$ cat src/rtl/sd_init_pkg.sv
package sd_init_pkg;

  typedef enum logic [1:0] {
    CT_FAIL = 2'd0,
    CT_V1   = 2'd1,
    CT_V2   = 2'd2
  } card_type_e;

  typedef enum logic [1:0] {
    ST_IDLE,
    ST_WAKE,
    ST_CMD,
    ST_FIN
  } seq_state_e;

  typedef enum logic [2:0] {
    SP_RESET,
    SP_IFCOND,
    SP_APP,
    SP_OPCOND,
    SP_OCR,
    SP_BLKLEN
  } step_e;

  typedef enum logic [2:0] {
    VD_ADVANCE,
    VD_FAIL,
    VD_BUSY,
    VD_SEL_V1,
    VD_SEL_V2
  } verdict_e;

  localparam logic [7:0] RSP_CLEAR       = 8'h00;
  localparam logic [7:0] RSP_IDLE        = 8'h01;
  localparam logic [7:0] RSP_IDLE_BADCMD = 8'h05;
  localparam logic [31:0] IFCOND_ARG     = 32'h0000_01AA;

  function automatic logic [5:0] step_cmd(step_e s);
    case (s)
      SP_RESET:  return 6'd0;
      SP_IFCOND: return 6'd8;
      SP_APP:    return 6'd55;
      SP_OPCOND: return 6'd41;
      SP_OCR:    return 6'd58;
      SP_BLKLEN: return 6'd16;
      default:   return 6'd0;
    endcase
  endfunction

  function automatic logic [31:0] step_arg(step_e s, logic [31:0] blk);
    case (s)
      SP_IFCOND: return IFCOND_ARG;
      SP_BLKLEN: return blk;
      default:   return 32'd0;
    endcase
  endfunction

endpackage

$ cat src/rtl/sd_init_cnt.sv
module sd_init_cnt #(
  parameter int LIMIT = 16
) (
  input  logic clk_i,
  input  logic rst_ni,
  input  logic clr_i,
  input  logic inc_i,
  output logic last_o
);
  localparam int W = (LIMIT > 1) ? $clog2(LIMIT) : 1;

  logic [W-1:0] cnt_q;

  always_ff @(posedge clk_i or negedge rst_ni) begin
    if (!rst_ni)    cnt_q <= '0;
    else if (clr_i) cnt_q <= '0;
    else if (inc_i) cnt_q <= cnt_q + 1'b1;
  end

  assign last_o = (cnt_q == W'(LIMIT - 1));
endmodule

$ cat src/rtl/sd_init_verdict.sv
module sd_init_verdict
  import sd_init_pkg::*;
(
  input  step_e      step_i,
  input  logic [7:0] r1_i,
  input  logic       timeout_i,
  output verdict_e   verdict_o
);
  always_comb begin
    verdict_o = VD_FAIL;
    if (!timeout_i) begin
      case (step_i)
        SP_RESET:  verdict_o = (r1_i == RSP_IDLE) ? VD_ADVANCE : VD_FAIL;
        SP_IFCOND: begin
          if (r1_i == RSP_IDLE)             verdict_o = VD_SEL_V2;
          else if (r1_i == RSP_IDLE_BADCMD) verdict_o = VD_SEL_V1;
          else                              verdict_o = VD_FAIL;
        end
        SP_APP:    verdict_o = VD_ADVANCE;            // reply not examined
        SP_OPCOND: verdict_o = (r1_i == RSP_CLEAR) ? VD_ADVANCE : VD_BUSY;
        SP_OCR:    verdict_o = VD_ADVANCE;
        SP_BLKLEN: verdict_o = (r1_i == RSP_CLEAR) ? VD_ADVANCE : VD_FAIL;
        default:   verdict_o = VD_FAIL;
      endcase
    end
  end
endmodule

$ cat src/rtl/sd_init_fsm.sv
module sd_init_fsm
  import sd_init_pkg::*;
(
  input  logic       clk_i,
  input  logic       rst_ni,
  input  logic       start_i,
  input  logic       wake_done_i,
  input  logic       wake_last_i,
  input  logic       cmd_done_i,
  input  verdict_e   verdict_i,
  input  logic       try_last_i,
  output step_e      step_o,
  output logic       busy_o,
  output logic       wake_req_o,
  output logic       cmd_valid_o,
  output logic       wake_clr_o,
  output logic       wake_inc_o,
  output logic       try_clr_o,
  output logic       try_inc_o,
  output card_type_e type_o,
  output logic       ready_o,
  output logic       fast_o,
  output logic       done_o
);
  seq_state_e state_q;
  step_e      step_q;
  card_type_e ver_q, type_q;
  logic       ready_q, fast_q;
  logic       accept;

  assign accept = start_i && (state_q == ST_IDLE || state_q == ST_FIN);

  always_ff @(posedge clk_i or negedge rst_ni) begin
    if (!rst_ni) begin
      state_q <= ST_IDLE;
      step_q  <= SP_RESET;
      ver_q   <= CT_FAIL;
      type_q  <= CT_FAIL;
      ready_q <= 1'b0;
      fast_q  <= 1'b0;
    end else if (accept) begin
      state_q <= ST_WAKE;
      step_q  <= SP_RESET;
      ver_q   <= CT_FAIL;
      type_q  <= CT_FAIL;
      ready_q <= 1'b0;
      fast_q  <= 1'b0;
    end else begin
      case (state_q)
        ST_WAKE: if (wake_done_i && wake_last_i) state_q <= ST_CMD;
        ST_CMD: if (cmd_done_i) begin
          case (verdict_i)
            VD_SEL_V1: begin ver_q <= CT_V1; step_q <= SP_APP; end
            VD_SEL_V2: begin ver_q <= CT_V2; step_q <= SP_APP; end
            VD_BUSY: begin
              if (try_last_i) state_q <= ST_FIN;
              else            step_q  <= SP_APP;
            end
            VD_ADVANCE: begin
              case (step_q)
                SP_RESET:  step_q <= SP_IFCOND;
                SP_APP:    step_q <= SP_OPCOND;
                SP_OPCOND: step_q <= (ver_q == CT_V2) ? SP_OCR : SP_BLKLEN;
                SP_OCR:    step_q <= SP_BLKLEN;
                SP_BLKLEN: begin
                  state_q <= ST_FIN;
                  type_q  <= ver_q;
                  ready_q <= 1'b1;
                  fast_q  <= 1'b1;
                end
                default:   state_q <= ST_FIN;
              endcase
            end
            default: state_q <= ST_FIN;
          endcase
        end
        default: ;
      endcase
    end
  end

  assign step_o      = step_q;
  assign busy_o      = (state_q == ST_WAKE) || (state_q == ST_CMD);
  assign wake_req_o  = (state_q == ST_WAKE);
  assign cmd_valid_o = (state_q == ST_CMD);
  assign wake_clr_o  = accept;
  assign try_clr_o   = accept;
  assign wake_inc_o  = (state_q == ST_WAKE) && wake_done_i;
  assign try_inc_o   = (state_q == ST_CMD) && cmd_done_i && (verdict_i == VD_BUSY);
  assign type_o      = type_q;
  assign ready_o     = ready_q;
  assign fast_o      = fast_q;
  assign done_o      = (state_q == ST_FIN);
endmodule

$ cat src/rtl/sd_init_seq.sv
module sd_init_seq
  import sd_init_pkg::*;
#(
  parameter int WAKE_BYTES = 16,
  parameter int MAX_TRIES  = 5000,
  parameter int BLOCK_LEN  = 512
) (
  input  logic        clk_i,
  input  logic        rst_ni,
  input  logic        start_i,
  output logic        busy_o,
  output logic        wake_req_o,
  input  logic        wake_done_i,
  output logic        cmd_valid_o,
  output logic [5:0]  cmd_idx_o,
  output logic [31:0] cmd_arg_o,
  input  logic        cmd_done_i,
  input  logic [7:0]  cmd_r1_i,
  input  logic        cmd_timeout_i,
  output logic [1:0]  card_type_o,
  output logic        ready_o,
  output logic        fast_clk_o,
  output logic        done_o
);
  localparam logic [31:0] BLK_ARG = 32'(BLOCK_LEN);

  step_e      step;
  verdict_e   verdict;
  card_type_e ctype;
  logic wake_clr, wake_inc, wake_last;
  logic try_clr, try_inc, try_last;

  sd_init_cnt #(.LIMIT(WAKE_BYTES)) u_wake_cnt (
    .clk_i, .rst_ni, .clr_i(wake_clr), .inc_i(wake_inc), .last_o(wake_last)
  );

  sd_init_cnt #(.LIMIT(MAX_TRIES)) u_try_cnt (
    .clk_i, .rst_ni, .clr_i(try_clr), .inc_i(try_inc), .last_o(try_last)
  );

  sd_init_verdict u_verdict (
    .step_i(step), .r1_i(cmd_r1_i), .timeout_i(cmd_timeout_i), .verdict_o(verdict)
  );

  sd_init_fsm u_fsm (
    .clk_i, .rst_ni, .start_i,
    .wake_done_i, .wake_last_i(wake_last),
    .cmd_done_i, .verdict_i(verdict), .try_last_i(try_last),
    .step_o(step), .busy_o, .wake_req_o, .cmd_valid_o,
    .wake_clr_o(wake_clr), .wake_inc_o(wake_inc),
    .try_clr_o(try_clr), .try_inc_o(try_inc),
    .type_o(ctype), .ready_o, .fast_o(fast_clk_o), .done_o
  );

  assign cmd_idx_o   = step_cmd(step);
  assign cmd_arg_o   = step_arg(step, BLK_ARG);
  assign card_type_o = ctype;
endmodule

$ cat config.mk
export PLATFORM = sky130hd
export DESIGN_NAME = sd_init_seq
export DESIGN_NICKNAME = d
export VERILOG_FILES = /design/src/rtl/sd_init_pkg.sv /design/src/rtl/sd_init_cnt.sv /design/src/rtl/sd_init_verdict.sv /design/src/rtl/sd_init_fsm.sv /design/src/rtl/sd_init_seq.sv
export SDC_FILE = /design/constraint.sdc
export NUM_CORES = 1
export LEC_CHECK = 0
export BUFFER_PORTS_ARGS = -buffer_cell sky130_fd_sc_hd__buf_2
export CORE_MARGIN = 2
export CORE_UTILIZATION = 54
export CTS_BUF_LIST = sky130_fd_sc_hd__clkbuf_8
export DETAILED_ROUTE_END_ITERATION = 16
export MAX_ROUTING_LAYER = met4
export PLACE_DENSITY_LB_ADDON = 0.05
export SLEW_MARGIN = 15
export SYNTH_ARGS = -nofsm -noshare
export SYNTH_HDL_FRONTEND = slang
export SYNTH_SLANG_ARGS = --single-unit
$ cat constraint.sdc
create_clock -name clk_i -period 3.1 [get_ports clk_i]
set_input_delay 0.155 -clock clk_i [delete_from_list [all_inputs] [get_ports clk_i]]
set_output_delay 0.155 -clock clk_i [all_outputs]
set_load 0.01 [all_outputs]
# ---- After elaboration in Yosys (flattened, before gate mapping)
# Index checks and enable logic that the tools add are counted.
dict set report word_totals {
  ff_bits 27
  elab_cells 100
  inputBits 14
  out_inout_bits 46
}
dict set report op_classes {
  addsub 2
  n_mux 41
  reduce_logical 27
  eq_ne 23
}
# cell n
set op_table {}
lappend op_table {{$mux W2} 15}
lappend op_table {{$pmux W6 S5} 1}
lappend op_table {{$mux W13} 2}
lappend op_table {{$pmux W10 S2} 1}
lappend op_table {{$mux W3} 6}
lappend op_table {{$pmux W3 S5} 1}
lappend op_table {{$add A13 B1 Y13 const B} 1}
lappend op_table {{$eq A13 B13 Y1 const B} 1}
lappend op_table {{$eq A3 B2 Y1 const B} 4}
lappend op_table {{$pmux W3 S4} 1}
lappend op_table {{$reduce_bool A2 Y1} 6}
lappend op_table {{$eq A3 B3 Y1 const B} 3}
lappend op_table {{$pmux W3 S3} 1}
lappend op_table {{$eq A8 B1 Y1 const B} 1}
lappend op_table {{$eq A8 B3 Y1 const B} 1}
lappend op_table {{$logic_not A8 Y1} 1}
lappend op_table {{$mux W1} 8}
lappend op_table {{$mux W4} 2}
lappend op_table {{$ne A4 B4 Y1 const B} 2}
lappend op_table {{$pmux W2 S2} 2}
lappend op_table {{$eq A2 B2 Y1 const B} 3}
lappend op_table {{$logic_not A3 Y1} 2}
lappend op_table {{$ne A3 B1 Y1 const B} 2}
lappend op_table {{$ne A6 B6 Y1 const B} 1}
lappend op_table {{other kinds (18)} 25}

# ---- Logic depth before layout (Yosys ltp)
# Gate-level depths: netlist of run 1.
dict set report depth {
  ltp_word 11
  depth_mapped 8
  ltp_nobuf 7
}

# ---- By module
# Synthesis of run 1 repeated with hierarchy kept, for this count alone.
dict set report unflattened {
  cells_unflattened 217
  hier_area_um2 1920.6
}
# mod area_each_um2 instances seq_area_each_um2 cells_per_inst
set by_module_without_submodules {}
lappend by_module_without_submodules {{sd_init_cnt (u_try_cnt)} 680.7 1 325.3 70}
lappend by_module_without_submodules {sd_init_fsm 620.6 1 250.2 67}
lappend by_module_without_submodules {sd_init_seq 305.3 1 0.0 43}
lappend by_module_without_submodules {{sd_init_cnt (u_wake_cnt)} 198.9 1 100.1 17}
lappend by_module_without_submodules {sd_init_verdict 115.1 1 0.0 20}

# ---- Worst setup path before layout of run 1
# OpenSTA, ideal clock, no wires.
dict set report synth_path {
  path_type {reg-to-reg}
  startpoint {register u_fsm.step_q[2], in the netlist u_fsm.step_o[2]}
  endpoint {register u_try_cnt.cnt_q[10]}
  path_stages_with_launch 9
  period_less_slack_ps 2155
  setup_time_ps 132
  path_slack_ps 945
  required_time_ps 2968
  arrival_time_ps 2023
  n_path_buf 2
  path_cell_list {dfrtp_1 > ha_1 > or2_1 > buf_6 > a2111o_1 > buf_6 > nor4_1 > xnor2_1 > nor2_1}
}
dict set report synth_via {
  elab_chain_cells 7
  elab_cells_between_ends 12
  classes_between {6 x eq/ne; 2 x mux; 4 x reduce/logical}
}
# item line_no
set synth_lines {}
lappend synth_lines {{start, declared} sd_init_fsm.sv:26} ;# step_e step_q;
lappend synth_lines {{start signal, assigned} sd_init_fsm.sv:63} ;# SP_OPCOND: step_q <= (ver_q == CT_V2) ? SP_OCR : SP_BLKLEN;
lappend synth_lines {{$eq A3 B2 Y1 / $eq A3 B3 Y1 (equally long branches)} sd_init_verdict.sv:12} ;# case (step_i)
lappend synth_lines {{$reduce_or A2 Y1 (no source line)} --}
lappend synth_lines {{$pmux W3 S5 (*)} sd_init_verdict.sv:12}
lappend synth_lines {{$mux W3 (*)} sd_init_verdict.sv:11} ;# if (!timeout_i) begin
lappend synth_lines {{$eq A3 B2 Y1 (*)} sd_init_fsm.sv:89} ;# assign try_inc_o = (state_q == ST_CMD) && cmd_done_i && (verdict_i == VD_BUSY);
lappend synth_lines {{$logic_and A1 B1 Y1 (*)} sd_init_fsm.sv:89}
lappend synth_lines {{$reduce_bool A2 Y1 (no source line) (*)} --}
lappend synth_lines {{end signal, assigned} sd_init_cnt.sv:17} ;# else if (inc_i) cnt_q <= cnt_q + 1'b1;
lappend synth_lines {{end, declared} sd_init_cnt.sv:12} ;# logic [W-1:0] cnt_q;
# Mark *: on every way between the ends. The rest lies on a longest branch, timed or not.
# A chain may end at the register's enable or synchronous reset.

# ---- Worst setup path in the final report of run 1
dict set report layout_path {
  startpoint {register u_fsm.step_q[1], in the netlist u_fsm.step_o[1]}
  endpoint {register u_try_cnt.cnt_q[8]}
}
# The elaborated chain is that of the path after synthesis.

==> results of run 1 <==
-- per-layer routing --
metal	track usage (%)	wire (µm)
met1	26.47	1787
met2	35.18	1874
met3	2.951	219
met4	4.787	33
met5	-	0
-- layout by cell type, fill, tap and decap left out, types with 3 or more instances in the layout --
cell,count
inv_1,10
nand4_1,6
nand3_1,10
nor3_1,5
nor4_1,7
dfrtp_1,27
conb_1,26
nand2_1,15
buf_4,3
a21oi_1,17
and3_1,4
o21ai_0,5
buf_2,33
clkbuf_8,3
ha_1,8
xnor2_1,10
a21o_1,3
xor2_1,4
nor2_1,23
and2_1,5
-- power by group through the flow --
stage               Clock (µW)  Combinational [µW]  Sequential (µW)
finish                     196                 352              399
global route               216                 399              402
CTS                        203                 357              398
detailed placement           0                 355              405
global placement             0                 351              406
floorplan                    0                 280              400
-- logic make-up after synthesis --
family / share of synthesized area, %
flip-flops: 33.64
AND/OR/NAND/NOR: 24.30
adder cells (fa/ha/maj): 4.985
XOR/XNOR: 6.106
other: 0.1867
buffers and inverters: 16.14
multiplexers: 0.4985
AO/OA/AOI/OAI: 14.14
-- registers in the layout, indices dropped and copies added (netlist names) --
| register | cells |
|---|---|
| u_try_cnt.cnt_q | 13 |
| u_fsm.state_q | 2 |
| u_fsm.step_o | 3 |
| u_fsm.type_o | 2 |
| u_wake_cnt.cnt_q | 4 |
| u_fsm.ready_o | 1 |
| u_fsm.ver_q | 2 |
-- worst max-delay path, stage by stage (launching register included) --
cell	delay, ps
dfrtp_1	390
ha_1	220
or2_1	310
a2111o_1	570
nor4_1	410
xnor2_1	160
nor2_1	50
-- area by class of cell --
class	count	area, µm²
fillers	355	1491
multi-input cells	181	1102
flip-flops and latches	27	675.6
repair buffers	37	197.7
well taps	48	60.06
clock buffers	3	41.29
inverters	9	33.78
clock inverters	1	3.754
-- stage by stage --
step | cell area, µm² | worst slack (ps) | std cells | util (%) | total power, µW
detailed placement | 2059 | 893.2 | 301 | 57.11 | 759.8
global placement | 2059 | 921.4 | 301 | 57.11 | 756.7
floorplan | 2102 | 945.0 | 257 | - | 680.1
global route | 2115 | 677.5 | 306 | 58.64 | 1018
CTS | 2115 | 873.1 | 306 | 58.64 | 957.8
finish | 2115 | 882.4 | 306 | 58.64 | 946.7
-- worst paths after layout --
path | from | endpoint | slack, ps | depth (start not counted)
min in group asynchronous | rst_ni | u_wake_cnt.cnt_q[3]$_DFFE_PN0P_ | 410 | 2
min | wake_done_i | u_wake_cnt.cnt_q[1]$_DFFE_PN0P_ | 170 | 3
max in group asynchronous | rst_ni | u_fsm.ready_o$_DFFE_PN0P_ | 2290 | 2
max reg2reg | u_fsm.step_o[1]$_DFFE_PN0P_ | u_try_cnt.cnt_q[8]$_DFFE_PN0P_ | 880 | 6
min reg2reg | u_fsm.ready_o$_DFFE_PN0P_ | u_fsm.ready_o$_DFFE_PN0P_ | 530 | 2
max | u_fsm.step_o[1]$_DFFE_PN0P_ | u_try_cnt.cnt_q[8]$_DFFE_PN0P_ | 880 | 6
-- what timing repair did --
item | CTS | global route
setup endpoints to repair | 0 | 0
hold buffers | 1 | 0
endpoints found under the hold margin | 27 | 0
setup buffers | 0 | 0
==> flow_summary.toml, run 1 <==
[layout]
synthToLayoutAreaGrowth_pct = 5.296
insertedDiodeCount = 0
drive_gt1_share_pct = 17.44
nets = 281

[synth]
yosysTopAreaCell = "dfrtp_1"
syn-cell-area_um2 = 2008
yosys_warnings = 0
async_flop_share_pct = 100.0
syn_inst = 232
synthTopCellsByArea = "dfrtp_1 34%, buf_4 12%, ha_1 5.0%"
synth_cell_types = 46
synth_top_area_share_pct = 33.64
synth_most_common_cell = "buf_4"
synth_edf_count = 0
synthTopCellsByCount = "33 x buf_4, 27 x dfrtp_1, 23 x nor2_1"
synthFlopType = "dfrtp_1"
synth.avg_cell_area_um2 = 8.656
synth-seq-area-share_pct = 33.64
synth.ff_latch_count = 27

[floorplanning]
rows = 22
core_um2 = 3606
die_w_um = 64.98
io_pins = 60
die_y_um = 64.98
dieArea_um2 = 4222
start_util_pct = 55.69

[placed_design]
hpwl_mm = 2.987
gp_congestion = 0.8940
io_buffers = 33

[detailed_routing]
routedWlPerCell_um = 12.79
routed_via_density = 5.382
drc_errors = 0
drtIter0Drc = 96
vias = 1647
drt_pass1_iterations = 4
wirelength_mm = 3.914
final_antenna_net_count = 0

[timing]
whs_ps = 165.3
finalSetupTns_ps = 0
post-route-period-util_pct = 71.54
worstMarginPinSlew_ps = 717.7
maxSlewViolCount = 0
finalSetupViolCount = 0
final.min_clock_period_ps = 2218
hold_viol = 0
rsz0062_at_grt = "no"
skew_ps = 3.454
fmax_ghz = 0.4509
timing.slew.headroom_pct = 51.71

[power]
pwr-share-seq_pct = 42.1
clock_power_share_pct = 20.7
power.leakage_uw = 0.001028
combinationalPowerShare_pct = 37.2
switching_share_pct = 37.23
p_int_uw = 594.3
power_per_cell_area_nw_per_um2 = 447.7
power_switching_uw = 352.5
ir_drop_v = 0.0002950

[setup_path]
critPathLaunchType = "flip-flop"
worstPathArrival_ps = 2380
worst-path-max-fanout = 11
required_ps = 3260
endpoint_kind = "flip-flop"
path_class = "flip-flop to flip-flop"

[hold_path]
min_path_type = "primary input to flip-flop"

[grt]
grt_use_total_pct = 20.79
grt_overflow = 0
grt_max_degree = 28
grt_pass1_vias = 1468
grt_pass1_wl_mm = 6.803
antenna_found_initial = 0

[clocking]
cts_buffer_depth = 2
cts.reportedPaths.clkPinSlew_ps = 90
clock_latency_ps = 270
clkSinkCount = 27
cts_buffers = 3
htreeDepth = 1
cts_resized = 0
cts_tree = "yes"
cts_root_buffer = "clkbuf_8"

[outcome]
outcome = "finished clean"

[job]
drv_cap = 0
No activity file was read; power rests on OpenSTA's default activity.
==> run 2: changes to the inputs <==
--- a/config.mk
+++ b/config.mk
@@ -7,7 +7,7 @@
 export LEC_CHECK = 0
 export BUFFER_PORTS_ARGS = -buffer_cell sky130_fd_sc_hd__buf_2
 export CORE_MARGIN = 2
-export CORE_UTILIZATION = 54
+export CORE_UTILIZATION = 48
 export CTS_BUF_LIST = sky130_fd_sc_hd__clkbuf_8
 export DETAILED_ROUTE_END_ITERATION = 16
 export MAX_ROUTING_LAYER = met4
==> constraint.sdc (replaced) <==
create_clock -name clk_i -period 1.9 [get_ports clk_i]
set_input_delay 0.095 -clock clk_i [delete_from_list [all_inputs] [get_ports clk_i]]
set_output_delay 0.095 -clock clk_i [all_outputs]
set_load 0.01 [all_outputs]
==> flow_summary.toml, run 2 (synthesized netlist as in run 1, its figures left out) <==
[layout]
synthToLayoutAreaGrowth_pct = 29.47
top_register = "u_try_cnt.cnt_q"
final_common_cell = "buf_2"
fin_cells = 338
layout_common_cells = "33 x buf_2, 30 x buf_4, 27 x dfrtp_1, 26 x conb_1, 22 x nor2_1"
fillers = 359
drive_gt1_share_pct = 35.76
insertedDiodeCount = 0
largest_reg_flops = 13
nets = 311

[timing]
worstMarginPinSlew_ps = 616.5
post-route-period-util_pct = 102.2
finalSetupViolCount = 3
hold_viol = 0
whs_ps = 91.13
maxSlewViolCount = 0
rsz0062_at_grt = "yes"
final.min_clock_period_ps = 1942
fmax_ghz = 0.5148
timing.slew.headroom_pct = 58.90
fin_ws_ps = -42.36
skew_ps = 9.181

[power]
power_switching_uw = 639.6
ir_drop_v = 0.0007052
clock_power_share_pct = 20.5
power_per_cell_area_nw_per_um2 = 649.4
fin_total_pwr_uw = 1689
power.leakage_uw = 0.001327
pwr-share-seq_pct = 37.9
switching_share_pct = 37.88
p_int_uw = 1049
combinationalPowerShare_pct = 41.6

[floorplanning]
die_y_um = 68.68
die_w_um = 68.68
dieArea_um2 = 4717
io_pins = 60
core_um2 = 4000
start_util_pct = 50.20
rows = 23

[clocking]
cts_buffers = 3
cts.reportedPaths.clkPinSlew_ps = 100
cts_tree = "yes"
cts_root_buffer = "clkbuf_8"
htreeDepth = 1
clock_latency_ps = 280
clkSinkCount = 27
cts_buffer_depth = 2

[hold_path]
hold_start = "wake_done_i"
hold_depth = 3
hold_end = "u_wake_cnt.cnt_q[1]$_DFFE_PN0P_"
min_path_type = "primary input to flip-flop"

[setup_path]
rr_worst_depth = 6
crit_slowest_cell = "dfrtp_1"
worstPathCellList = "ha_2, or2_4, a2111o_1, buf_12, or3_1, a21oi_2"
cpPeakStageDelay_ps = 410
required_ps = 2120
rr_endpoint = "u_try_cnt.cnt_q[3]$_DFFE_PN0P_"
worst-path-max-fanout = 11
endpoint_kind = "flip-flop"
r2r-start = "u_fsm.step_o[1]$_DFFE_PN0P_"
path_delay_family = "simple AND/OR/NAND/NOR gates"
path_class = "flip-flop to flip-flop"
reg2reg_slack_ps = -40
critPathLaunchType = "flip-flop"
crit_buf_inv = 1
worstPathArrival_ps = 2160

[detailed_routing]
vias = 1764
routed_via_density = 5.219
wirelength_mm = 4.792
drc_errors = 0
drtIter0Drc = 133
routedWlPerCell_um = 14.18
final_antenna_net_count = 0
drt_pass1_iterations = 4

[placed_design]
io_buffers = 33
gp_congestion = 0.9228
hpwl_mm = 3.529
dp_cells = 330

[outcome]
outcome = "finished, violations left"
violations = "negative setup slack"

[grt]
grt_overflow = 0
antenna_found_initial = 0
grt_max_degree = 28
grt_use_total_pct = 21.54
grt_pass1_wl_mm = 7.555
grt_pass1_vias = 1578

[job]
drv_cap = 0
-- run 2: through the flow --
step / worst slack, ps / TNS (ps) / util (%) / cell area, µm²
detailed placement: -101.1 / -305.3 / 59.90 / 2396
finish: -42.36 / -56.09 / 65.00 / 2600
global placement: -104.5 / -266.9 / 59.90 / 2396
floorplan: -63.57 / -182.4 / - / 2212
CTS: -8.165 / -8.165 / 62.97 / 2519
global route: -105.8 / -702.4 / 65.00 / 2600
-- run 2: area by class of cell --
type	instances	area, µm²	area share [%]
clock buffer	3	41.29	1.588
clock inverter	1	7.507	0.2887
inverter	9	33.78	1.299
multi-input combinational	181	1328	51.06
sequential	27	675.6	25.99
tap	50	62.56	2.406
timing repair buffer	67	451.7	17.37
-- run 2: timing repair --
| item | in CTS | in global routing |
|---|---|---|
| setup buffers | 3 | 1 |
| pin swaps | 1 | 9 |
| hold endpoints to repair | 27 | 0 |
| hold buffers | 1 | 0 |
| gates resized for setup | 10 | 15 |
| setup endpoints to repair | 12 | 20 |
-- run 2: power by group through the flow --
| stage | clock, µW | combinational (µW) | sequential (µW) |
|---|---|---|---|
| after detailed placement | 0 | 671 | 652 |
| after global placement | 0 | 670 | 654 |
| after global routing | 373 | 782 | 646 |
| after floorplan | 0 | 457 | 652 |
| final | 346 | 702 | 640 |
| after CTS | 357 | 686 | 642 |
-- run 2: worst register-to-register path: stages (launching register included) --
cell,delay [ps]
dfrtp_1,410
ha_2,200
or2_4,270
a2111o_1,340
buf_12,170
or3_1,370
a21oi_2,130
-- run 2: worst max-delay path by stage --
stage	slack, ps	end	cells past startpoint	startpoint
floorplan	-60	u_try_cnt.cnt_q[11]$_DFFE_PN0P_	8	u_fsm.step_o[2]$_DFFE_PN0P_
global placement	-100	u_fsm.step_o[0]$_DFFE_PN0P_	6	u_try_cnt.cnt_q[5]$_DFFE_PN0P_
detailed placement	-100	u_fsm.step_o[0]$_DFFE_PN0P_	6	u_try_cnt.cnt_q[5]$_DFFE_PN0P_
CTS	-8	u_try_cnt.cnt_q[3]$_DFFE_PN0P_	6	u_fsm.step_o[1]$_DFFE_PN0P_
global route	-110	u_try_cnt.cnt_q[3]$_DFFE_PN0P_	6	u_fsm.step_o[1]$_DFFE_PN0P_
finish	-40	u_try_cnt.cnt_q[3]$_DFFE_PN0P_	6	u_fsm.step_o[1]$_DFFE_PN0P_
-- run 2: per-layer routing --
layer  part of all wire, %  track usage [%]  up-vias
met5                     0                -        -
met4                  0.63            3.750        0
met3                   6.2            2.273        4
met2                    45            31.49       62
li1                      -                -      867
met1                    48            32.39      831
